--- config.mk ---
export PLATFORM = sky130hd
export DESIGN_NAME = uart_rx_flags
export DESIGN_NICKNAME = d
export VERILOG_FILES = /design/src/rtl/uart_rx_pkg.sv /design/src/rtl/rx_sync.sv /design/src/rtl/rx_frame.sv /design/src/rtl/rx_status.sv /design/src/rtl/uart_rx_flags.sv
export SDC_FILE = /design/constraint.sdc
export NUM_CORES = 1
export LEC_CHECK = 0
export CAP_MARGIN = 20
export CORE_ASPECT_RATIO = 0.7
export CORE_MARGIN = 2
export CORE_UTILIZATION = 40
export DETAILED_ROUTE_END_ITERATION = 6
export GPL_TIMING_DRIVEN = 1
export SYNTH_ARGS = -nofsm -noshare
export SYNTH_HDL_FRONTEND = slang
export SYNTH_HIERARCHICAL = 1
export SYNTH_SLANG_ARGS = --single-unit
--- constraint.sdc ---
create_clock -name clk_i -period 3.3 [get_ports clk_i]
set_input_delay 0.66 -clock clk_i [delete_from_list [all_inputs] [get_ports clk_i]]
set_output_delay 0.66 -clock clk_i [all_outputs]
set_load 0.05 [all_outputs]
--- src/rtl/uart_rx_pkg.sv ---
package uart_rx_pkg;
  localparam int DATA_W = 8;
  localparam int LEN_W  = 2;
  localparam int OSR    = 16;

  typedef enum logic [2:0] {
    ST_IDLE, ST_START, ST_DATA, ST_PAR, ST_STOP
  } rx_state_e;

  typedef struct packed {
    logic [DATA_W-1:0] data;
    logic              par_err;
    logic              frm_err;
  } rx_frame_t;
endpackage

--- src/rtl/rx_sync.sv ---
module rx_sync #(
  parameter int STAGES = 2
) (
  input  logic clk_i,
  input  logic rst_ni,
  input  logic d_i,
  output logic q_o
);
  logic [STAGES-1:0] sr_q;

  generate
    for (genvar g = 0; g < STAGES; g++) begin : g_stage
      always_ff @(posedge clk_i or negedge rst_ni) begin
        if (!rst_ni) sr_q[g] <= 1'b1;
        else if (g == 0) sr_q[g] <= d_i;
        else sr_q[g] <= sr_q[(g == 0) ? 0 : g-1];
      end
    end
  endgenerate

  assign q_o = sr_q[STAGES-1];
endmodule

--- src/rtl/rx_frame.sv ---
module rx_frame
  import uart_rx_pkg::*;
#(
  parameter int OSR_P = OSR,
  parameter int MAX_W = DATA_W,
  parameter int LW    = LEN_W
) (
  input  logic          clk_i,
  input  logic          rst_ni,
  input  logic          en_i,
  input  logic          tick_i,
  input  logic          line_i,
  input  logic [LW-1:0] len_i,
  input  logic          par_en_i,
  input  logic          par_odd_i,
  output logic          done_o,
  output rx_frame_t     frame_o
);
  localparam int CNT_W = $clog2(OSR_P);
  localparam int BIT_W = $clog2(MAX_W + 1);
  localparam int MIN_W = MAX_W - (2**LW) + 1;
  localparam logic [CNT_W-1:0] MID  = CNT_W'(OSR_P/2 - 1);
  localparam logic [CNT_W-1:0] LAST = CNT_W'(OSR_P - 1);

  rx_state_e        state_q;
  logic [CNT_W-1:0] cnt_q;
  logic [BIT_W-1:0] idx_q;
  logic [MAX_W-1:0] sh_q;
  logic             par_q, pbit_q, armed_q, fe_q, done_q;
  logic [BIT_W-1:0] nbits, shamt;

  assign nbits = BIT_W'(MIN_W) + BIT_W'(len_i);
  assign shamt = BIT_W'(MAX_W) - nbits;

  always_ff @(posedge clk_i or negedge rst_ni) begin
    if (!rst_ni) begin
      state_q <= ST_IDLE;
      cnt_q   <= '0;
      idx_q   <= '0;
      sh_q    <= '0;
      par_q   <= 1'b0;
      pbit_q  <= 1'b0;
      armed_q <= 1'b0;
      fe_q    <= 1'b0;
      done_q  <= 1'b0;
    end else begin
      done_q <= 1'b0;
      if (!en_i) begin
        state_q <= ST_IDLE;
        armed_q <= 1'b0;
      end else if (tick_i) begin
        unique case (state_q)
          ST_IDLE: begin
            // arm only after the line has been seen at mark level
            if (!armed_q) armed_q <= line_i;
            else if (!line_i) begin
              state_q <= ST_START;
              cnt_q   <= '0;
            end
          end
          ST_START: begin
            if (cnt_q == MID) begin
              cnt_q <= '0;
              if (line_i) state_q <= ST_IDLE;
              else begin
                state_q <= ST_DATA;
                idx_q   <= '0;
                par_q   <= 1'b0;
                sh_q    <= '0;
              end
            end else cnt_q <= cnt_q + 1'b1;
          end
          ST_DATA: begin
            if (cnt_q == LAST) begin
              cnt_q <= '0;
              sh_q  <= {line_i, sh_q[MAX_W-1:1]};
              par_q <= par_q ^ line_i;
              if (idx_q == BIT_W'(nbits - 1'b1))
                state_q <= par_en_i ? ST_PAR : ST_STOP;
              else idx_q <= idx_q + 1'b1;
            end else cnt_q <= cnt_q + 1'b1;
          end
          ST_PAR: begin
            if (cnt_q == LAST) begin
              cnt_q   <= '0;
              pbit_q  <= line_i;
              state_q <= ST_STOP;
            end else cnt_q <= cnt_q + 1'b1;
          end
          ST_STOP: begin
            if (cnt_q == LAST) begin
              cnt_q   <= '0;
              fe_q    <= ~line_i;
              done_q  <= 1'b1;
              armed_q <= 1'b0;
              state_q <= ST_IDLE;
            end else cnt_q <= cnt_q + 1'b1;
          end
          default: state_q <= ST_IDLE;
        endcase
      end
    end
  end

  assign done_o          = done_q;
  assign frame_o.data    = sh_q >> shamt;
  assign frame_o.par_err = par_en_i & (par_q ^ pbit_q ^ par_odd_i);
  assign frame_o.frm_err = fe_q;

  // disabled receiver sits idle and reports nothing
  p_off_idle_r1: assert property (@(posedge clk_i) disable iff (!rst_ni)
    !en_i |=> (state_q == ST_IDLE) && !done_o);

  // no start detection before the line was seen high
  p_arm_first_r2: assert property (@(posedge clk_i) disable iff (!rst_ni)
    (state_q == ST_IDLE && !armed_q) |=> state_q == ST_IDLE);

  // a start that fails the midpoint check returns to idle without a frame
  p_glitch_idle_r3: assert property (@(posedge clk_i) disable iff (!rst_ni)
    (en_i && tick_i && state_q == ST_START && cnt_q == MID && line_i)
      |=> state_q == ST_IDLE && !done_o);
endmodule

--- src/rtl/rx_status.sv ---
module rx_status
  import uart_rx_pkg::*;
(
  input  logic              clk_i,
  input  logic              rst_ni,
  input  logic              done_i,
  input  rx_frame_t         frame_i,
  input  logic              rd_i,
  input  logic              clr_i,
  output logic [DATA_W-1:0] data_o,
  output logic              full_o,
  output logic              pe_o,
  output logic              ore_o,
  output logic              fe_o
);
  always_ff @(posedge clk_i or negedge rst_ni) begin
    if (!rst_ni) begin
      data_o <= '0;
      full_o <= 1'b0;
      pe_o   <= 1'b0;
      ore_o  <= 1'b0;
      fe_o   <= 1'b0;
    end else begin
      if (done_i) begin
        data_o <= frame_i.data;
        full_o <= 1'b1;
      end else if (rd_i) begin
        full_o <= 1'b0;
      end
      if (clr_i) begin
        pe_o  <= done_i & frame_i.par_err;
        fe_o  <= done_i & frame_i.frm_err;
        ore_o <= done_i & full_o;
      end else if (done_i) begin
        pe_o  <= pe_o  | frame_i.par_err;
        fe_o  <= fe_o  | frame_i.frm_err;
        ore_o <= ore_o | full_o;
      end
    end
  end

  p_full_set_r7: assert property (@(posedge clk_i) disable iff (!rst_ni)
    done_i |=> full_o);

  p_read_clears_r8: assert property (@(posedge clk_i) disable iff (!rst_ni)
    (rd_i && !done_i) |=> !full_o);

  p_overrun_r9: assert property (@(posedge clk_i) disable iff (!rst_ni)
    (done_i && full_o) |=> ore_o);

  p_err_clear_r11: assert property (@(posedge clk_i) disable iff (!rst_ni)
    (clr_i && !done_i) |=> !pe_o && !ore_o && !fe_o);

  p_err_sticky_r11: assert property (@(posedge clk_i) disable iff (!rst_ni)
    (!clr_i && fe_o) |=> fe_o);
endmodule

--- src/rtl/uart_rx_flags.sv ---
module uart_rx_flags
  import uart_rx_pkg::*;
#(
  parameter int SYNC_STAGES = 2
) (
  input  logic              clk_i,
  input  logic              rst_ni,
  input  logic              rx_en_i,
  input  logic              rxd_i,
  input  logic              tick_i,
  input  logic [LEN_W-1:0]  len_sel_i,
  input  logic              par_en_i,
  input  logic              par_odd_i,
  input  logic              rie_i,
  input  logic              rd_stb_i,
  input  logic              err_clr_i,
  output logic [DATA_W-1:0] rx_data_o,
  output logic              full_o,
  output logic              par_err_o,
  output logic              ovr_err_o,
  output logic              frm_err_o,
  output logic              irq_o
);
  logic      line_s;
  logic      done;
  rx_frame_t frame;

  rx_sync #(.STAGES(SYNC_STAGES)) u_sync (
    .clk_i (clk_i),
    .rst_ni(rst_ni),
    .d_i   (rxd_i),
    .q_o   (line_s)
  );

  rx_frame #(.OSR_P(OSR), .MAX_W(DATA_W), .LW(LEN_W)) u_frame (
    .clk_i    (clk_i),
    .rst_ni   (rst_ni),
    .en_i     (rx_en_i),
    .tick_i   (tick_i),
    .line_i   (line_s),
    .len_i    (len_sel_i),
    .par_en_i (par_en_i),
    .par_odd_i(par_odd_i),
    .done_o   (done),
    .frame_o  (frame)
  );

  rx_status u_status (
    .clk_i (clk_i),
    .rst_ni(rst_ni),
    .done_i(done),
    .frame_i(frame),
    .rd_i  (rd_stb_i),
    .clr_i (err_clr_i),
    .data_o(rx_data_o),
    .full_o(full_o),
    .pe_o  (par_err_o),
    .ore_o (ovr_err_o),
    .fe_o  (frm_err_o)
  );

  assign irq_o = rie_i & full_o;
endmodule

---- After elaboration in Yosys (flattened, before gate mapping) ----
Cells that the tools add are included.
storage, ports and cells
  memories kept ........................... 0
  output and inout port bits .............. 13
  word-level logic and storage cells ...... 115
  ROM bits ................................ 0
  RAM bits ................................ 0
  bits of input ports ..................... 12
  latch bits .............................. 0
  register bits after elaboration ......... 38
cells by class
  eq/ne operators ......................... 22
  bitwise operators ....................... 12
  mux-type cells .......................... 46
  multipliers ............................. 0
  add/sub/neg operators ................... 5
  $lt $le $gt $ge ......................... 0
  shift operators ......................... 1
  divide/modulo/power cells ............... 0
  reductions and logical operators ........ 13
operators by type and width
  operator                                                         number
  3-bit 2-to-1 mux                                                 10
  4-bit 2-to-1 mux                                                 7
  8-bit 2-to-1 mux                                                 3
  1-bit 2-to-1 mux                                                 19
  3-bit by 2-bit != test with 1-bit output, second input constant  6
  8-bit case mux with 2 select lines                               1
  3-bit case mux with 5 select lines                               1
  4-bit case mux with 3 select lines                               1
  4-bit by 1-bit adder with 4-bit output, second input constant    2
  2-bit by 1-bit != test with 1-bit output, second input constant  4
  4-bit case mux with 2 select lines                               1
  4-bit AND reduction                                              2
  8-bit AND reduction                                              1
  8-bit by 4-bit >> shifter with 8-bit output                      1
  7-bit AND reduction                                              1
  3-bit by 2-bit == test with 1-bit output, second input constant  2
  2-bit != test, second input constant                             3
  6-bit AND reduction                                              1
  2-bit nonzero test                                               3
  1-bit bitwise AND                                                5
  5-bit AND reduction                                              1
  3-bit by 2-bit adder with 4-bit output, first input constant     1
  4-bit by 3-bit == test with 1-bit output, second input constant  1
  4-bit == test                                                    1
  other kinds (16)                                                 21

---- Depth between registers and ports, before layout ----
Gate-level depths: netlist of the first run.
  word-level depth ........................ 8
  mapped depth ............................ 8
  gate-level depth less buffers ........... 6

---- Cells and area by module ----
Netlist of the first run, hierarchy kept.
by module, submodules not included
  module         times used  seq. area each (µm²)  area each (µm²)  cells an instance
  rx_frame       1           600.6                 1,631.6          183
  rx_status      1           300.3                 474.2            32
  rx_sync        1           52.6                  52.6             2
  uart_rx_flags  1           0.0                   6.3              1

---- Least setup slack after synthesis of the first run ----
No wires, ideal clock.
  kind .................................... input-to-reg
  start point ............................. in len_sel_i[0]
  end point ............................... reg u_status.data_o[1]
  arrival ................................. 2.228 ns
  buffers on the path ..................... 1
  setup time .............................. 0.125 ns
  data required time ...................... 3.175 ns
  cell stages on the path ................. 5
  path slack .............................. 0.946 ns
  path through ............................ ha_1 clkbuf_1 mux4_2 and2_1 mux2_4
RTL lines
  element               line                 RTL
  start, declared       uart_rx_flags.sv:11  input logic [LEN_W-1:0] len_sel_i,
  end signal, assigned  rx_status.sv:25      data_o <= frame_i.data;
  end, declared         rx_status.sv:10      output logic [DATA_W-1:0] data_o,

---- Worst setup path in the final report of the first run ----
  start point ............................. in rie_i
  end point ............................... out irq_o
on the way
  longest elaborated chain between the ends .. 1
ends and longest elaborated chain
  element            line                 RTL
  start, declared    uart_rx_flags.sv:14  input logic rie_i,
  1-bit bitwise AND  uart_rx_flags.sv:62  assign irq_o = rie_i & full_o;
  end, declared      uart_rx_flags.sv:22  output logic irq_o
Every way passes these cells.

==> results of run 1 <==
==> cells in the mapped netlist (2+ instances only) <==
cell       n  share of area (%)
a21oi_1    7                1.6
and2_1     7                2.0
and3_1     5                1.4
buf_2      5                1.2
clkbuf_1   5               0.87
dfrtp_1   36                 42
dfstp_2    2                2.4
ha_1       4                2.3
inv_1     11                1.9
mux2_1     2                1.0
mux2_2     4                2.1
mux2_4     6                4.2
mux4_2     5                5.2
nand2_1   30                5.2
nand2b_1   6                1.7
nand3_1    5                1.2
nand3b_1   2               0.69
nor2_1    13                2.3
nor3_1     5                1.2
o211ai_1   2               0.69
o21ai_0    8                1.8
o21ai_1   11                2.5
o22ai_1    4                1.2
o31ai_1    3                1.0
xnor2_1    4                1.6
==> power by group through the flow <==
stage          clock (mW)  sequential, mW  combinational [mW]
2_1_floorplan           0           0.481              0.0335
3_3_place_gp            0           0.484              0.0638
3_5_place_dp            0           0.485              0.0640
4_1_cts             0.349           0.475              0.0644
5_1_grt             0.378           0.476              0.0713
6_report            0.336           0.475              0.0630
==> metal layers <==
metal  part of all wire (%)  global-route usage (%)  vias up
li1                       -                       -      815
met1                     56                    25.1      764
met2                     39                    21.2       29
met3                    4.5                    4.82        2
met4                   0.28                    2.80        0
met5                      0                       0        -
==> worst paths after layout <==
check	slack, ns	end	cells past startpoint	from
min in group asynchronous	0.47	u_status/fe_o$_DFFE_PN0P_	1	rst_ni
hold reg to reg	0.37	u_sync/q_o$_DFF_PN1_	0	u_sync/sr_q[0]$_DFF_PN1_
setup / recovery	0.62	irq_o	3	rie_i
hold / removal	0.37	u_sync/q_o$_DFF_PN1_	0	u_sync/sr_q[0]$_DFF_PN1_
max in group asynchronous	2.29	u_frame/idx_q[0]$_DFFE_PN0P_	1	rst_ni
setup reg to reg	1.10	u_frame/idx_q[0]$_DFFE_PN0P_	5	u_frame/state_q[0]$_DFFE_PN0P_
==> logic make-up after synthesis <==
| group | after synthesis | synth area share (%) |
|---|---|---|
| simple gates | 77 | 16.9 |
| compound gates | 52 | 16.2 |
| flops | 38 | 44.0 |
| buf+inv | 23 | 4.80 |
| mux | 18 | 12.9 |
| xor+xnor | 6 | 2.77 |
| fa+ha+maj | 4 | 2.31 |
==> critical path: stages <==
cell and delay, ns:
clkdlybuf4s50_1 0.45, and2_1 0.11, clkdlybuf4s50_1 0.79
==> registers in the layout, indices dropped and copies added, names as in the netlist <==
name	cells
u_frame/done_o	1
u_frame/cnt_q	4
u_frame/state_q	3
u_sync/sr_q	1
u_status/data_o	8
u_frame/armed_q	1
u_status/fe_o	1
u_frame/sh_q	8
u_frame/pbit_q	1
u_frame/par_q	1
u_status/pe_o	1
u_status/full_o	1
u_sync/q_o	1
u_status/ore_o	1
u_frame/idx_q	4
u_frame/fe_q	1
==> metrics by stage <==
step | hold WS [ns] | area [µm²] | power (mW)
3_5_place_dp | 0.347 | 2450 | 0.549
2_1_floorplan | 0.345 | 2160 | 0.515
5_1_grt | 0.365 | 2540 | 0.925
4_1_cts | 0.365 | 2540 | 0.889
3_3_place_gp | 0.346 | 2450 | 0.548
6_report | 0.368 | 2540 | 0.874
==> area by class of cell <==
type | instances | area, µm² | area share, %
multi-input cells | 157 | 1110 | 43.5
clock inverters | 2 | 12.5 | 0.492
flip-flops and latches | 38 | 953 | 37.5
repair buffers | 27 | 258 | 10.1
well taps | 72 | 90.1 | 3.54
inverters | 11 | 41.3 | 1.62
clock buffers | 6 | 82.6 | 3.24
==> impl_metrics.env, run 1 <==
export IMPL_status="finished clean"
export IMPL_grt_max_degree=39
export IMPL_peakVddDrop_mv=0.134
export IMPL_skew_ns=0.00926
export IMPL_track_usage_pct=15.9
export IMPL_port_buffers=24
export IMPL_grt_setup_unrepaired="no"
export IMPL_clock_latency_ns=0.29
export IMPL_layout_setup_ws_ns=0.621
export IMPL_syn_avg_cell_area_um2=9.93
export IMPL_gp_congestion=0.789
export IMPL_firstDrtPassIters=4
export IMPL_relSlewSlack_pct=44.0
export IMPL_final_cell_mix="36 x dfrtp_1, 30 x nand2_1, 23 x clkdlybuf4s50_1"
export IMPL_yosysWarnings=6
export IMPL_viasPerCell=5.14
export IMPL_postRouteAntennaNets=0
export IMPL_nFillCells=509
export IMPL_io_pins=25
export IMPL_crit_arrival_ns=2.02
export IMPL_tns_ns=0
export IMPL_power_internal_uw=666
export IMPL_clkPwrFrac_pct=38.4
export IMPL_p_per_area_nw_per_um2=344
export IMPL_synthToLayoutAreaGrowth_pct=17.6
export IMPL_cts_buffer_depth=2
export IMPL_overflow=0
export IMPL_die_area_um2=6030
export IMPL_dp_final_hpwl_um=3160
export IMPL_power_leakage_nw=1.04
export IMPL_cp_end_kind="output pin"
export IMPL_finalCritPeriodShare_pct=81.2
export IMPL_cts_sinks=38
export IMPL_ys_flop_type="dfrtp_1"
export IMPL_async_flop_share_pct=100
export IMPL_cts_clk_slew_worst_paths_ns=0.08
export IMPL_drive_above_1_share_pct=14.5
export IMPL_synthesis_area_um2=2160
export IMPL_cp_max_fo=1
export IMPL_pre_cts_slack_ns=0.486
export IMPL_detail_route_iter0_violations=86
export IMPL_p_sw_share_pct=23.8
export IMPL_tightest_slew_ns=0.840
export IMPL_worstSetupPathType="in2out"
export IMPL_diodes=0
export IMPL_post_route_min_period_ns=2.68
export IMPL_numCtsBuffers=5
export IMPL_die_height_um=65.5
export IMPL_die_w_um=91.9
export IMPL_final_common_cell="dfrtp_1"
export IMPL_cts_tree="yes"
export IMPL_avgRoutedWirePerCell_um=13.9
export IMPL_fin_cells=313
export IMPL_maxCapViolCount=0
export IMPL_cp_required_ns=2.64
export IMPL_synth_fp_nets=234
export IMPL_drcViolationCount=0
export IMPL_hold_viol=0
export IMPL_fmax_mhz=373
export IMPL_min_path_type="reg2reg"
export IMPL_combinationalPowerShare_pct=7.2
export IMPL_syn_inst=218
export IMPL_rows=22
export IMPL_nNetsFinal=256
export IMPL_drv_slew=0
export IMPL_finish_utilization_pct=48.7
export IMPL_seq_area_frac_synth_pct=44.0
export IMPL_setup_violations=0
export IMPL_worstSetupStartpointType="input port"
export IMPL_ctsHoldBuffers=0
export IMPL_grt_pass1_vias=1455
export IMPL_cts_setup_buffers=0
export IMPL_seq_power_share_pct=54.4
export IMPL_yosysUniqueCellTypes=51
export IMPL_dp_cells=305
export IMPL_synth_seq_cells=38
export IMPL_synth_enable_flop_cells=0
export IMPL_antenna_found_initial=0
export IMPL_post_cts_resized=0
export IMPL_start_util_pct=41.4
export IMPL_root_buffer="clkbuf_8"
export IMPL_vias=1610
export IMPL_core_area_um2=5230
export IMPL_routed_wirelength_um=4340
export IMPL_h_tree_depth=2
export IMPL_power_switching_uw=208
export IMPL_grt_pass1_wl_um=7370
No activity file was read; power rests on OpenSTA's default activity.
==> inputs of run 2 (changes only) <==
Clock period 3.3 ns to 2.52 ns, I/O delays scaled along.
==> impl_metrics.env, run 2 (synthesized netlist as in run 1, its figures left out) <==
export IMPL_cp_end_kind="flip-flop"
export IMPL_core_area_um2=5230
export IMPL_setup_violations=0
export IMPL_place_area_um2=2520
export IMPL_fmax_mhz=436
export IMPL_relSlewSlack_pct=44.2
export IMPL_port_buffers=24
export IMPL_vias=1647
export IMPL_cts_buffer_depth=2
export IMPL_crit_arrival_ns=2.47
export IMPL_worstPathCellList="clkdlybuf4s50_1 -> ha_1 -> xor2_1 -> and3_1 -> o211a_2 -> a21o_1 -> a221o_1"
export IMPL_routed_wirelength_um=4390
export IMPL_finish_utilization_pct=50.4
export IMPL_min_path_type="in2async"
export IMPL_die_height_um=65.5
export IMPL_top_regs="u_frame/sh_q: 8 flops, u_status/data_o: 8 flops"
export IMPL_final_cell_mix="36 x dfrtp_1, 30 x nand2_1, 22 x clkdlybuf4s50_1"
export IMPL_cts_tree="yes"
export IMPL_p_per_area_nw_per_um2=470
export IMPL_cts_sinks=38
export IMPL_gp_congestion=0.772
export IMPL_maxCapViolCount=0
export IMPL_worstSetupStartpointType="input port"
export IMPL_peakVddDrop_mv=0.232
export IMPL_cp_max_fo=4
export IMPL_max_stage_delay_ns=0.43
export IMPL_nNetsFinal=266
export IMPL_die_area_um2=6030
export IMPL_critical_path_top_delay_family="compound AO/OA/AOI/OAI gates"
export IMPL_firstDrtPassIters=4
export IMPL_io_pins=25
export IMPL_cp_required_ns=2.70
export IMPL_drv_slew=0
export IMPL_grt_max_degree=39
export IMPL_layout_setup_ws_ns=0.225
export IMPL_worstSetupPathType="in2reg"
export IMPL_slowest_stage="clkdlybuf4s50_1"
export IMPL_cts_setup_buffers=0
export IMPL_die_w_um=91.9
export IMPL_drive_above_1_share_pct=18.3
export IMPL_cts_clk_slew_worst_paths_ns=0.08
export IMPL_pre_cts_slack_ns=-0.0703
export IMPL_detail_route_iter0_violations=126
export IMPL_path_buf_inv=1
export IMPL_overflow=0
export IMPL_hold_viol=0
export IMPL_tightest_slew_ns=0.838
export IMPL_status="finished clean"
export IMPL_antenna_found_initial=0
export IMPL_viasPerCell=5.10
export IMPL_synthToLayoutAreaGrowth_pct=21.8
export IMPL_numCtsBuffers=5
export IMPL_power_leakage_nw=1.09
export IMPL_stdcell_area_um2=2640
export IMPL_track_usage_pct=16.0
export IMPL_grt_setup_unrepaired="no"
export IMPL_start_util_pct=41.4
export IMPL_postRouteAntennaNets=0
export IMPL_drcViolationCount=0
export IMPL_root_buffer="clkbuf_8"
export IMPL_avgRoutedWirePerCell_um=13.6
export IMPL_ctsHoldBuffers=0
export IMPL_critical_path_depth=7
export IMPL_post_route_min_period_ns=2.29
export IMPL_grt_pass1_vias=1401
export IMPL_skew_ns=0.00954
export IMPL_final_common_cell="dfrtp_1"
export IMPL_rr_worst_depth=5
export IMPL_clock_latency_ns=0.29
export IMPL_power_mw=1.24
export IMPL_post_cts_resized=0
export IMPL_dp_final_hpwl_um=3170
export IMPL_hold_worst_slack_ns=0.311
export IMPL_diodes=0
export IMPL_h_tree_depth=2
export IMPL_rows=22
export IMPL_finalCritPeriodShare_pct=91.1
export IMPL_grt_pass1_wl_um=7360
==> run 2: changes by cell type in the layout (fill, tap and decap cells not counted) <==
| cell | delta |
|---|---|
| clkdlybuf4s50_1 | -1 |
| bufinv_16 | +1 |
| clkbuf_8 | -1 |
| clkinv_2 | -1 |
| buf_4 | +11 |
| clkinvlp_4 | +1 |
==> run 2: final cells by class <==
type	instances	area, µm²
multi-input combinational	157	1110
tap	72	90.1
fill	501	2590
inverter	11	41.3
timing repair buffer	37	330
sequential	38	953
clock buffer	5	68.8
clock inverter	3	45.0
==> run 2: per-stage QoR <==
step / cells / setup TNS (ns)
finish: 323 / 0
global route: 323 / 0
CTS: 323 / 0
detailed placement: 315 / -0.118
global placement: 315 / -0.0382
floorplan: 218 / 0
==> run 2: final timing paths <==
check | from | end | slack, ns
worst max register to register | u_frame/cnt_q[1]$_DFFE_PN0P_ | u_frame/pbit_q$_DFFE_PN0P_ | 0.59
worst min-delay path | rst_ni | u_status/data_o[2]$_DFFE_PN0P_ | 0.31
worst max-delay path | len_sel_i[0] | u_frame/idx_q[3]$_DFFE_PN0P_ | 0.23
worst min register to register | u_sync/sr_q[0]$_DFF_PN1_ | u_sync/q_o$_DFF_PN1_ | 0.36
min in group clk_i | u_sync/sr_q[0]$_DFF_PN1_ | u_sync/q_o$_DFF_PN1_ | 0.36
max in group asynchronous | rst_ni | u_frame/idx_q[0]$_DFFE_PN0P_ | 1.68
==> run 2: power by group <==
group / internal (mW) / switching (mW)
Clock: 0.295 / 0.231
Combinational: 0.0436 / 0.0484
Sequential: 0.615 / 0.00557
==> run 2: layer usage <==
metal | share of wire (%) | GRT usage, %
met1 | 55 | 26.1
met2 | 39 | 19.5
met3 | 4.8 | 4.13
met4 | 0.68 | 5.60
met5 | 0 | 0
==> inputs of run 3 (changes only) <==
--- a/constraint.sdc
+++ b/constraint.sdc
@@ -3,2 +3,2 @@
 set_output_delay 0.504 -clock clk_i [all_outputs]
-set_load 0.05 [all_outputs]
+set_load 0.02 [all_outputs]
==> impl_metrics.env, run 3 (synthesized netlist as in run 1, its figures left out) <==
export IMPL_die_height_um=65.5
export IMPL_worstSetupStartpointType="input port"
export IMPL_antenna_found_initial=0
export IMPL_cp_max_fo=4
export IMPL_tightest_slew_ns=0.849
export IMPL_power_leakage_nw=1.11
export IMPL_nNetsFinal=266
export IMPL_slowest_stage="clkdlybuf4s50_1"
export IMPL_fmax_mhz=438
export IMPL_drcViolationCount=0
export IMPL_nFillCells=488
export IMPL_crit_arrival_ns=2.46
export IMPL_setup_violations=0
export IMPL_dr_wl_met2_um=1730
export IMPL_firstDrtPassIters=4
export IMPL_detail_route_iter0_violations=88
export IMPL_final_common_cell="dfrtp_1"
export IMPL_core_area_um2=5230
export IMPL_dp_cells=315
export IMPL_tns_ns=0
export IMPL_worstPathCellList="clkdlybuf4s50_1 -> ha_1 -> xor2_1 -> and3_1 -> o211a_2 -> a21o_1 -> a221o_1"
export IMPL_cts_buffer_depth=2
export IMPL_top_regs="u_frame/sh_q: 8 flops, u_status/data_o: 8 flops"
export IMPL_hold_worst_slack_ns=0.311
export IMPL_cts_sinks=38
export IMPL_cts_tree="yes"
export IMPL_grt_pass1_wl_um=7310
export IMPL_grt_setup_unrepaired="no"
export IMPL_seqCellArea_um2=953
export IMPL_post_cts_resized=0
export IMPL_min_path_type="in2async"
export IMPL_h_tree_depth=2
export IMPL_cts_setup_buffers=0
export IMPL_start_util_pct=41.4
export IMPL_track_usage_pct=15.6
export IMPL_die_area_um2=6030
export IMPL_io_pins=25
export IMPL_root_buffer="clkbuf_8"
export IMPL_skew_ns=0.0112
export IMPL_max_stage_delay_ns=0.43
export IMPL_cp_end_kind="flip-flop"
export IMPL_fin_cells=323
export IMPL_vias=1665
export IMPL_viasPerCell=5.15
export IMPL_drive_above_1_share_pct=17.9
export IMPL_power_mw=1.35
export IMPL_rows=22
export IMPL_finalCritPeriodShare_pct=90.6
export IMPL_p_per_area_nw_per_um2=505
export IMPL_drv_slew=0
export IMPL_wl_met3_um=261
export IMPL_relSlewSlack_pct=43.4
export IMPL_diodes=0
export IMPL_status="finished clean"
export IMPL_cts_clk_slew_worst_paths_ns=0.08
export IMPL_port_buffers=24
export IMPL_hold_viol=0
export IMPL_peakVddDrop_mv=0.218
export IMPL_final_cell_mix="36 x dfrtp_1, 30 x nand2_1, 23 x clkdlybuf4s50_1"
export IMPL_maxCapViolCount=0
export IMPL_multi_input_area_um2=1110
export IMPL_routed_wirelength_um=4350
export IMPL_grt_pass1_vias=1420
export IMPL_die_w_um=91.9
export IMPL_top_layer="met4"
export IMPL_gp_congestion=0.794
export IMPL_synthToLayoutAreaGrowth_pct=23.2
export IMPL_post_route_min_period_ns=2.28
export IMPL_overflow=0
export IMPL_avgRoutedWirePerCell_um=13.5
export IMPL_numCtsBuffers=5
export IMPL_worstSetupPathType="in2reg"
export IMPL_wl_met1_um=2340
export IMPL_clock_latency_ns=0.28
export IMPL_cp_required_ns=2.69
export IMPL_grt_max_degree=39
export IMPL_dp_final_hpwl_um=3170
export IMPL_ctsHoldBuffers=0
export IMPL_postRouteAntennaNets=0
run 3: changes by cell type in the layout (fill, tap and decap cells not counted):
cell / before / now
bufinv_16: 1 / 2
buf_4: 14 / 13
clkbuf_8: 5 / 6
clkdlybuf4s50_1: 22 / 23
clkinvlp_4: 2 / 0
run 3: per-stage QoR:
| step | util, % | cell area (µm²) | setup slack [ns] |
|---|---|---|---|
| 2_1_floorplan | - | 2160 | 0.322 |
| 3_3_place_gp | 48.3 | 2520 | -0.0284 |
| 3_5_place_dp | 48.3 | 2520 | -0.0650 |
| 4_1_cts | 51.0 | 2670 | 0.250 |
| 5_1_grt | 51.0 | 2670 | 0.182 |
| 6_report | 51.0 | 2670 | 0.236 |
run 3: metal layers:
layer	GRT usage, %	vias to the layer above
met1	24.7	779
met5	0	-
met3	4.01	2
li1	-	839
met4	3.92	0
met2	21.0	45
run 3: cell type report:
type | count | area share [%]
Multi-Input combinational cell | 157 | 41.5
Tap cell | 72 | 3.38
Clock inverter | 2 | 2.25
Timing Repair Buffer | 37 | 12.5
Inverter | 11 | 1.55
Clock buffer | 6 | 3.10
Sequential cell | 38 | 35.7
run 3: worst max-delay path: cells and delay by family:
kind,cells,cell delay (ns)
xor gates and xnor gates,1,0.18
AOI/OAI and AO/OA,3,0.84
adders and majority gates,1,0.33
buffers and inverters,1,0.43
and+or+nand+nor,1,0.19
run 3: worst paths after layout:
check                                                  start                        endpoint  slack, ns  cells after the start
worst max-delay path                            len_sel_i[0]    u_frame/idx_q[3]$_DFFE_PN0P_       0.24                      7
worst min-delay path                                  rst_ni  u_status/data_o[2]$_DFFE_PN0P_       0.31                      1
worst max register to register  u_frame/cnt_q[0]$_DFFE_PN0P_      u_frame/pbit_q$_DFFE_PN0P_       0.59                      5
worst min register to register      u_sync/sr_q[0]$_DFF_PN1_            u_sync/q_o$_DFF_PN1_       0.36                      0
max in group asynchronous                             rst_ni     u_frame/sh_q[0]$_DFFE_PN0P_       1.65                      1
min in group clk_i                  u_sync/sr_q[0]$_DFF_PN1_            u_sync/q_o$_DFF_PN1_       0.36                      0
run 3: power by group:
part / internal [mW] / leakage [nW] / total, mW / switching (mW)
logic: 0.0436 / 0.523 / 0.0926 / 0.0491
registers: 0.616 / 0.518 / 0.621 / 0.00549
clock network: 0.422 / 0.0714 / 0.632 / 0.210
total: 1.08 / 1.11 / 1.35 / 0.265
